## config.mk

```make
export PLATFORM = sky130hd
export DESIGN_NAME = irq_accept_unit
export DESIGN_NICKNAME = d
export VERILOG_FILES = /design/src/rtl/irq_accept_pkg.sv /design/src/rtl/iac_iic_decide.sv /design/src/rtl/iac_eic_decide.sv /design/src/rtl/iac_status_regs.sv /design/src/rtl/irq_accept_unit.sv
export SDC_FILE = /design/constraint.sdc
export NUM_CORES = 1
export LEC_CHECK = 0
export BUFFER_PORTS_ARGS = -buffer_cell sky130_fd_sc_hd__buf_2
export CAP_MARGIN = 20
export CORE_MARGIN = 5
export CORE_UTILIZATION = 38
export DETAILED_ROUTE_END_ITERATION = 16
export HOLD_SLACK_MARGIN = 0.1
export PLACE_DENSITY = 0.8
export SLEW_MARGIN = 20
export SYNTH_ARGS = -nofsm -noshare
export SYNTH_HDL_FRONTEND = slang
export SYNTH_SLANG_ARGS = --single-unit
```

## constraint.sdc

```tcl
create_clock -name clk -period 2.2 [get_ports clk]
set_input_delay 0.11 -clock clk [delete_from_list [all_inputs] [get_ports clk]]
set_output_delay 0.11 -clock clk [all_outputs]
set_load 0.02 [all_outputs]
```

## src/rtl/irq_accept_pkg.sv

```systemverilog
package irq_accept_pkg;

  localparam int LVL_W  = 6;
  localparam int RS_W   = 6;
  localparam int CSR_W  = 32;
  localparam int RSVD_W = CSR_W - 4 - LVL_W - 2 * RS_W;

  // Status word, most significant field first.
  // pie[0] nmi[1] rsie[2] ih[3] il[9:4] crs[15:10] prs[21:16]
  typedef struct packed {
    logic [RSVD_W-1:0] rsvd;
    logic [RS_W-1:0]   prs;
    logic [RS_W-1:0]   crs;
    logic [LVL_W-1:0]  il;
    logic              ih;
    logic              rsie;
    logic              nmi;
    logic              pie;
  } status_t;

  typedef struct packed {
    logic             valid;
    logic             nmi;
    logic [LVL_W-1:0] level;
    logic [RS_W-1:0]  rs;
  } ext_req_t;

  typedef struct packed {
    logic             hit;
    logic             nmi;
    logic [LVL_W-1:0] level;
    logic [RS_W-1:0]  rs;
  } grant_t;

endpackage

```

## src/rtl/iac_iic_decide.sv

```systemverilog
module iac_iic_decide #(
  parameter int NUM_IRQ = 32
) (
  input  logic               clk,
  input  logic               rst_n,
  input  logic [NUM_IRQ-1:0] irq_lines,
  input  logic [NUM_IRQ-1:0] enable,
  input  logic               pie,
  input  logic               block,
  output logic [NUM_IRQ-1:0] pending_o,
  output logic               hit_o
);

  logic [NUM_IRQ-1:0] pend_d, pend_q;
  logic               any_live;

  always_comb begin
    pend_d = irq_lines;
  end

  always_ff @(posedge clk or negedge rst_n) begin
    if (!rst_n) begin
      pend_q <= '0;
    end else begin
      pend_q <= pend_d;
    end
  end

  always_comb begin
    any_live = |(pend_q & enable);
    hit_o    = pie && any_live && !block;
  end

  assign pending_o = pend_q;

  // pending register follows the lines with one cycle of lag.
  assert_pend_lag_R1: assert property (@(posedge clk) disable iff (!rst_n)
    1'b1 |=> pend_q == $past(irq_lines))
    else $error("pending did not follow lines");

endmodule

```

## src/rtl/iac_eic_decide.sv

```systemverilog
module iac_eic_decide
  import irq_accept_pkg::*;
(
  input  logic             clk,
  input  logic             rst_n,
  input  ext_req_t         req_in,
  input  logic             pie,
  input  logic             nmi,
  input  logic             rsie,
  input  logic [LVL_W-1:0] il,
  input  logic [RS_W-1:0]  crs,
  input  logic             block,
  output grant_t           grant_o
);

  ext_req_t req_d, req_q;
  logic     lvl_above, set_other, mask_ok, nmi_ok;

  always_comb begin
    req_d = req_in;
  end

  always_ff @(posedge clk or negedge rst_n) begin
    if (!rst_n) begin
      req_q <= '0;
    end else begin
      req_q <= req_d;
    end
  end

  always_comb begin
    lvl_above     = req_q.level > il;
    set_other     = req_q.rs != crs;
    mask_ok       = pie && lvl_above && (set_other || rsie);
    nmi_ok        = !nmi;
    grant_o.hit   = !block && req_q.valid && (req_q.nmi ? nmi_ok : mask_ok);
    grant_o.nmi   = req_q.nmi;
    grant_o.level = req_q.level;
    grant_o.rs    = req_q.rs;
  end

  // nothing is granted unless a valid request was sampled.
  assert_no_grant_idle_R8: assert property (@(posedge clk) disable iff (!rst_n)
    !$past(req_in.valid) |-> !grant_o.hit)
    else $error("grant without sampled request");

endmodule

```

## src/rtl/iac_status_regs.sv

```systemverilog
module iac_status_regs
  import irq_accept_pkg::*;
#(
  parameter bit EXT_MODE = 1'b0,
  parameter int NUM_IRQ  = 32
) (
  input  logic               clk,
  input  logic               rst_n,
  input  logic               csr_we,
  input  logic               csr_sel,
  input  logic [CSR_W-1:0]   csr_wdata,
  input  logic               restore_en,
  input  logic [CSR_W-1:0]   restore_word,
  input  grant_t             grant,
  output status_t            status_o,
  output logic [NUM_IRQ-1:0] enable_o
);

  status_t st_d, st_q, wr_view, rs_view;
  logic    st_en, wr_status, wr_enable;
  logic    unused_wbits;

  assign unused_wbits = ^{csr_wdata, restore_word};
  assign wr_view      = status_t'(csr_wdata);
  assign rs_view      = status_t'(restore_word);

  always_comb begin
    wr_status = csr_we && !csr_sel;
    wr_enable = csr_we && csr_sel;
    st_en     = restore_en || wr_status || grant.hit;
  end

  always_comb begin
    st_d = st_q;
    if (restore_en) begin
      if (EXT_MODE) begin
        st_d      = rs_view;
        st_d.rsvd = '0;
      end else begin
        st_d.pie = rs_view.pie;
      end
    end else begin
      if (wr_status) begin
        st_d.pie = wr_view.pie;
        if (EXT_MODE) begin
          st_d.rsie = wr_view.rsie;
          st_d.ih   = wr_view.ih;
          st_d.il   = wr_view.il;
          st_d.prs  = wr_view.prs;
        end
      end
      if (grant.hit) begin
        st_d.pie = 1'b0;
        if (EXT_MODE) begin
          st_d.crs = grant.rs;
          if (grant.nmi) begin
            st_d.nmi = 1'b1;
          end else begin
            st_d.il = grant.level;
          end
        end
      end
    end
  end

  always_ff @(posedge clk or negedge rst_n) begin
    if (!rst_n) begin
      st_q <= '0;
    end else if (st_en) begin
      st_q <= st_d;
    end
  end

  generate
    if (EXT_MODE) begin : g_no_enable
      logic unused_en_wr;
      assign unused_en_wr = wr_enable;
      assign enable_o     = '0;
    end else begin : g_enable
      logic [NUM_IRQ-1:0] en_d, en_q;
      always_comb begin
        en_d = csr_wdata[NUM_IRQ-1:0];
      end
      always_ff @(posedge clk or negedge rst_n) begin
        if (!rst_n) begin
          en_q <= '0;
        end else if (wr_enable) begin
          en_q <= en_d;
        end
      end
      assign enable_o = en_q;
    end
  endgenerate

  assign status_o = st_q;

  // the write port alone never moves the read-only fields.
  assert_ro_fields_R7: assert property (@(posedge clk) disable iff (!rst_n)
    (csr_we && !restore_en && !grant.hit) |=> ($stable(st_q.crs) && $stable(st_q.nmi)))
    else $error("read-only status field changed by write");

endmodule

```

## src/rtl/irq_accept_unit.sv

```systemverilog
module irq_accept_unit
  import irq_accept_pkg::*;
#(
  parameter bit EXT_MODE = 1'b0,
  parameter int NUM_IRQ  = 32
) (
  input  logic               clk,
  input  logic               rst_n,
  input  logic [NUM_IRQ-1:0] irq_lines,
  input  logic               req_valid,
  input  logic               req_nmi,
  input  logic [LVL_W-1:0]   req_level,
  input  logic [RS_W-1:0]    req_rs,
  input  logic               csr_we,
  input  logic               csr_sel,
  input  logic [CSR_W-1:0]   csr_wdata,
  input  logic               restore_en,
  input  logic [CSR_W-1:0]   restore_word,
  output logic [CSR_W-1:0]   status_o,
  output logic [NUM_IRQ-1:0] enable_o,
  output logic [NUM_IRQ-1:0] pending_o,
  output logic               take_o,
  output logic [LVL_W-1:0]   take_level_o,
  output logic [RS_W-1:0]    take_rs_o,
  output logic               take_nmi_o
);

  localparam int SYNC_STAGES = 2;

  logic [SYNC_STAGES-1:0] rst_pipe;
  logic                   rst_sync_n;
  status_t                status;
  grant_t                 grant;
  logic [NUM_IRQ-1:0]     pend;
  logic [NUM_IRQ-1:0]     en;

  always_ff @(posedge clk or negedge rst_n) begin
    if (!rst_n) begin
      rst_pipe <= '0;
    end else begin
      rst_pipe <= {rst_pipe[SYNC_STAGES-2:0], 1'b1};
    end
  end
  assign rst_sync_n = rst_pipe[SYNC_STAGES-1];

  iac_status_regs #(
    .EXT_MODE (EXT_MODE),
    .NUM_IRQ  (NUM_IRQ)
  ) u_status (
    .clk          (clk),
    .rst_n        (rst_sync_n),
    .csr_we       (csr_we),
    .csr_sel      (csr_sel),
    .csr_wdata    (csr_wdata),
    .restore_en   (restore_en),
    .restore_word (restore_word),
    .grant        (grant),
    .status_o     (status),
    .enable_o     (en)
  );

  generate
    if (EXT_MODE) begin : g_ext
      ext_req_t req;
      logic     unused_lines;
      assign unused_lines = ^{irq_lines, en};
      assign req.valid    = req_valid;
      assign req.nmi      = req_nmi;
      assign req.level    = req_level;
      assign req.rs       = req_rs;
      assign pend         = '0;

      iac_eic_decide u_dec (
        .clk     (clk),
        .rst_n   (rst_sync_n),
        .req_in  (req),
        .pie     (status.pie),
        .nmi     (status.nmi),
        .rsie    (status.rsie),
        .il      (status.il),
        .crs     (status.crs),
        .block   (restore_en),
        .grant_o (grant)
      );
    end else begin : g_int
      logic hit;
      logic unused_req;
      assign unused_req = ^{req_valid, req_nmi, req_level, req_rs};

      iac_iic_decide #(
        .NUM_IRQ (NUM_IRQ)
      ) u_dec (
        .clk       (clk),
        .rst_n     (rst_sync_n),
        .irq_lines (irq_lines),
        .enable    (en),
        .pie       (status.pie),
        .block     (restore_en),
        .pending_o (pend),
        .hit_o     (hit)
      );

      assign grant.hit   = hit;
      assign grant.nmi   = 1'b0;
      assign grant.level = '0;
      assign grant.rs    = '0;
    end
  endgenerate

  logic             take_d, take_q, take_nmi_q;
  logic [LVL_W-1:0] take_lvl_q;
  logic [RS_W-1:0]  take_rs_q;

  always_comb begin
    take_d = grant.hit;
  end

  always_ff @(posedge clk or negedge rst_sync_n) begin
    if (!rst_sync_n) begin
      take_q <= 1'b0;
    end else begin
      take_q <= take_d;
    end
  end

  always_ff @(posedge clk or negedge rst_sync_n) begin
    if (!rst_sync_n) begin
      take_lvl_q <= '0;
      take_rs_q  <= '0;
      take_nmi_q <= 1'b0;
    end else if (grant.hit) begin
      take_lvl_q <= grant.level;
      take_rs_q  <= grant.rs;
      take_nmi_q <= grant.nmi;
    end
  end

  assign status_o     = status;
  assign enable_o     = en;
  assign pending_o    = pend;
  assign take_o       = take_q;
  assign take_level_o = take_lvl_q;
  assign take_rs_o    = take_rs_q;
  assign take_nmi_o   = take_nmi_q;

  // strobe lasts one cycle and PIE drops with it.
  assert_take_single_R9: assert property (@(posedge clk) disable iff (!rst_sync_n)
    take_q |=> !take_q)
    else $error("take strobe longer than one cycle");

  assert_take_clears_pie_R9: assert property (@(posedge clk) disable iff (!rst_sync_n)
    take_q |-> !status.pie)
    else $error("PIE still set after take");

  generate
    if (EXT_MODE) begin : g_ext_chk
      // a non-maskable take leaves NMI set.
      assert_nmi_latched_R3: assert property (@(posedge clk) disable iff (!rst_sync_n)
        (take_q && take_nmi_q) |-> status.nmi)
        else $error("NMI not latched");
      // maskable takes only follow a cycle with PIE set.
      assert_mask_needs_pie_R4: assert property (@(posedge clk) disable iff (!rst_sync_n)
        (take_q && !take_nmi_q) |-> $past(status.pie))
        else $error("maskable take without PIE");
      // the accepted level lands in IL.
      assert_il_loaded_R5: assert property (@(posedge clk) disable iff (!rst_sync_n)
        (take_q && !take_nmi_q) |-> (status.il == take_lvl_q))
        else $error("IL not loaded on take");
      // the accepted register set lands in CRS.
      assert_crs_loaded_R6: assert property (@(posedge clk) disable iff (!rst_sync_n)
        take_q |-> (status.crs == take_rs_q))
        else $error("CRS not loaded on take");
    end else begin : g_int_chk
      // every take follows an enabled pending line.
      assert_int_cause_R2: assert property (@(posedge clk) disable iff (!rst_sync_n)
        take_q |-> $past(|(pend & en)))
        else $error("take without enabled pending line");
    end
  endgenerate

endmodule

```

==> flow_summary.html <==
<table>
<tr><th>Metric</th><th>Value</th></tr>
<tr><th colspan="2">Run status</th></tr>
<tr><td>Status</td><td>finished, final reports clean</td></tr>
<tr><th colspan="2">Drt</th></tr>
<tr><td>Total DRC errors in the routed layout</td><td>0</td></tr>
<tr><td>Post-Route WL</td><td>8.38 mm</td></tr>
<tr><td>Number of iterations in the first detailed-routing pass</td><td>4</td></tr>
<tr><td>Total vias in the final route</td><td>2,155</td></tr>
<tr><td>Number of vias per cell</td><td>4.55</td></tr>
<tr><td>Average wire per standard cell</td><td>approximately 18 um</td></tr>
<tr><td>DRT antenna net count</td><td>0</td></tr>
<tr><td>Iter 0 DRT Violations</td><td>31</td></tr>
<tr><th colspan="2">STA</th></tr>
<tr><td>Period minus WS final</td><td>1.46 ns</td></tr>
<tr><td>Least-Margin Pin Slew</td><td>0.523 ns</td></tr>
<tr><td>Crit share post-route</td><td>66.5%</td></tr>
<tr><td>Number of endpoints with negative hold slack in the final report</td><td>0</td></tr>
<tr><td>Max-slew violation count</td><td>0</td></tr>
<tr><td>Post-route setup TNS</td><td>0 ns</td></tr>
<tr><td>Max-slew headroom</td><td>roughly 65%</td></tr>
<tr><td>Setup Skew</td><td>~0.014 ns</td></tr>
<tr><td>Setup repair after global routing missed its margin</td><td>false</td></tr>
<tr><td>Highest achievable clock rate</td><td>0.684 GHz</td></tr>
<tr><td>Count of final setup violators</td><td>0</td></tr>
<tr><th colspan="2">Synth</th></tr>
<tr><td>Number of synthesized flops with an enable pin</td><td>0</td></tr>
<tr><td>Yosys top cell area share</td><td>between 60% and 70%</td></tr>
<tr><td>Register bit count reported by yosys</td><td>68</td></tr>
<tr><td>Synth area leaders</td><td>dfrtp_1, mux2_2, buf_4</td></tr>
<tr><td>Prevailing post-synth register cell</td><td>dfrtp_1</td></tr>
<tr><td>Asr flop ratio synth</td><td>100%</td></tr>
<tr><td>Most common cell in the netlist</td><td>dfrtp_1</td></tr>
<tr><td>Synthesized area per cell</td><td>14.7 um^2</td></tr>
<tr><td>Area of the mapped netlist</td><td>2640 um^2</td></tr>
<tr><td>Most area-hungry cell type in the Yosys netlist</td><td>dfrtp_1</td></tr>
<tr><td>Number of warnings issued by yosys</td><td>0</td></tr>
<tr><td>Most numerous cell types in the synthesized netlist</td><td>dfrtp_1, buf_4, mux2_2</td></tr>
<tr><td>Post-synth cell types</td><td>16</td></tr>
<tr><td>Post-Syn Instances</td><td>179</td></tr>
<tr><td>Portion of the post-synthesis area used by sequential elements</td><td>64.5%</td></tr>
<tr><th colspan="2">Clocking</th></tr>
<tr><td>Number of H-tree levels</td><td>3</td></tr>
<tr><td>Clk Latency, worst-skew pair</td><td>between 0.3 and 0.4 ns</td></tr>
<tr><td>Number of sinks driven by the clock tree</td><td>68</td></tr>
<tr><td>Number of clock buffers inserted by TritonCTS</td><td>9</td></tr>
<tr><td>Library cell used as clock root buffer</td><td>clkbuf_8</td></tr>
<tr><td>Clock-pin slew on the worst setup and hold paths</td><td>around 0.09 ns</td></tr>
<tr><td>Post-cts gate resize count</td><td>0</td></tr>
<tr><td>Clock tree from TritonCTS</td><td>yes</td></tr>
<tr><td>CTS Buffer Depth</td><td>2</td></tr>
<tr><th colspan="2">Place</th></tr>
<tr><td>Cell count after placement</td><td>391</td></tr>
<tr><td>HPWL after detailed placement</td><td>4.97 mm</td></tr>
<tr><td>Port Buf Inserts</td><td>135</td></tr>
<tr><td>Final GP Congestion</td><td>0.761</td></tr>
<tr><th colspan="2">Floorplan</th></tr>
<tr><td>Core Footprint</td><td>roughly 6800 um^2</td></tr>
<tr><td>Standard-cell row count</td><td>30</td></tr>
<tr><td>Starting density of the core</td><td>39.0%</td></tr>
<tr><td>Total Die Area</td><td>approximately 8700 um^2</td></tr>
<tr><td>Die boundary height</td><td>93.3 um</td></tr>
<tr><td>Top-Level Pins</td><td>225</td></tr>
<tr><td>Die span in x</td><td>93.3 um</td></tr>
<tr><th colspan="2">Global route</th></tr>
<tr><td>Global-route wire length before repair</td><td>13.0 mm</td></tr>
<tr><td>Largest net degree at the start of global routing</td><td>45</td></tr>
<tr><td>Number of antenna violations at the first check in global routing</td><td>0</td></tr>
<tr><td>Grt ovf</td><td>0</td></tr>
<tr><td>Number of global-route vias before repair</td><td>2,425</td></tr>
<tr><td>Overall track demand over capacity in global routing</td><td>20.0%</td></tr>
<tr><th colspan="2">Final layout</th></tr>
<tr><td>Diodes inserted</td><td>0</td></tr>
<tr><td>Final Net Count</td><td>504</td></tr>
<tr><td>Fraction of layout cells with a size suffix above 1</td><td>48.0%</td></tr>
<tr><td>Fin cells</td><td>between 400 and 500</td></tr>
<tr><td>Synth-to-Final Area Change</td><td>57.5%</td></tr>
<tr><th colspan="2">Pwr</th></tr>
<tr><td>Total leakage power</td><td>0.00208 uW</td></tr>
<tr><td>P per Cell Area</td><td>815 nW/um^2</td></tr>
<tr><td>Max rail drop VDD</td><td>518 uV</td></tr>
<tr><th colspan="2">Worst setup path</th></tr>
<tr><td>Crit Path Category</td><td>register to register</td></tr>
<tr><td>WP data arrival</td><td>1.74 ns</td></tr>
<tr><td>Required time of the worst setup path</td><td>2.48 ns</td></tr>
<tr><td>Max Fanout on Critical Path</td><td>3</td></tr>
<tr><td>Worst setup SP type</td><td>register</td></tr>
<tr><td>Cells on worst reg2reg path</td><td>4</td></tr>
<tr><td>Crit. End Element</td><td>register</td></tr>
<tr><th colspan="2">Worst hold path</th></tr>
<tr><td>Number of cells on the worst hold path</td><td>4</td></tr>
<tr><td>Hold crit path type</td><td>input pin to register</td></tr>
<tr><th colspan="2">Run</th></tr>
<tr><td>Count of max-cap constraint violations</td><td>0</td></tr>
</table>
metrics by stage:
step | hold WS [ns] | worst slack, ns | utilization (%) | cell area [um^2] | power, uW
finish | 0.135 | 0.738 | 61.5 | 4150 | 3380
global route | 0.155 | 0.635 | 61.5 | 4150 | 3530
CTS | 0.110 | 0.749 | 61.5 | 4150 | 3370
detailed placement | -0.0974 | 0.769 | 48.1 | 3250 | 2100
global placement | -0.104 | 0.778 | 48.1 | 3250 | 2080
floorplan | -0.186 | 0.166 | - | 2800 | 1910
critical path, cell delays in order (launching register included):
cell and delay [ns]:
dfrtp_1 0.42, a22oi_1 0.22, nand4_1 0.21, nor4_2 0.38
o31a_1 0.16
path summary, 6_finish.rpt:
kind | startpoint | endpoint | slack [ns]
setup reg to reg | u_status.enable_o[4]$_DFFE_PN0P_ | u_status.status_o[0]$_DFFE_PN0P_ | 0.74
setup / recovery | u_status.enable_o[4]$_DFFE_PN0P_ | u_status.status_o[0]$_DFFE_PN0P_ | 0.74
hold / removal | restore_word[0] | u_status.status_o[0]$_DFFE_PN0P_ | 0.13
min in group asynchronous | rst_pipe[1]$_DFF_PN0_ | g_int.u_dec.pending_o[31]$_DFF_PN0_ | 0.24
hold reg to reg | rst_pipe[1]$_DFF_PN0_ | g_int.u_dec.pending_o[31]$_DFF_PN0_ | 0.24
max in group asynchronous | rst_pipe[1]$_DFF_PN0_ | g_int.u_dec.pending_o[30]$_DFF_PN0_ | 1.36
cell families (layout without fill, tap and decap cells):
| family | Yosys count | in the layout | synth area share (%) |
|---|---|---|---|
| AOI/OAI and AO/OA | 18 | 18 | 5.46 |
| buffers and inverters | 49 | 221 | 13.5 |
| DFF | 68 | 68 | 64.5 |
| muxes | 33 | 33 | 14.0 |
| other | 2 | 45 | 0.285 |
| and+or+nand+nor | 9 | 9 | 2.14 |
cells in the final DEF (no fill, tap or decap), types with 2 or more instances in the layout:
master and n:
a22oi_2 2, clkbuf_8 10, buf_2 135, clkinv_4 2
dfrtp_1 67, bufinv_16 2, conb_1 45, inv_6 2
nand4_1 4, a22oi_1 14, mux2_2 32, dlygate4sd3_1 67
nand2_1 2
sequential cells by signal, summed over array words and instances (netlist names):
name,count
rst_pipe,2
take_o,1
g_int.u_dec.pending_o,32
u_status.enable_o,32
u_status.status_o,1
layer usage:
layer  GRT usage, %  vias up  share of wire [%]
li1               -      949                  -
met1           22.6     1008                 36
met2           32.2      171                 48
met3           8.13       27                 12
met4           10.6        0                3.6
met5              0        -                  0
timing repair:
action,CTS,global route
endpoints found under the hold margin,68,0
buffers inserted,0,0
hold buffers,67,0
cell type report:
class / count / area (um^2)
clock buffer: 10 / 138
clock inverter: 6 / 95.1
fill: 485 / 2600
inverter: 1 / 3.75
multi-input combinational: 105 / 739
sequential: 68 / 1700
tap: 80 / 100
timing repair buffer: 204 / 1370
report_power, final:
part	switching, uW	internal [uW]
sequential	111	1370
combinational	402	307
clock	511	681
Note: power is estimated with default switching activity, not from simulation.
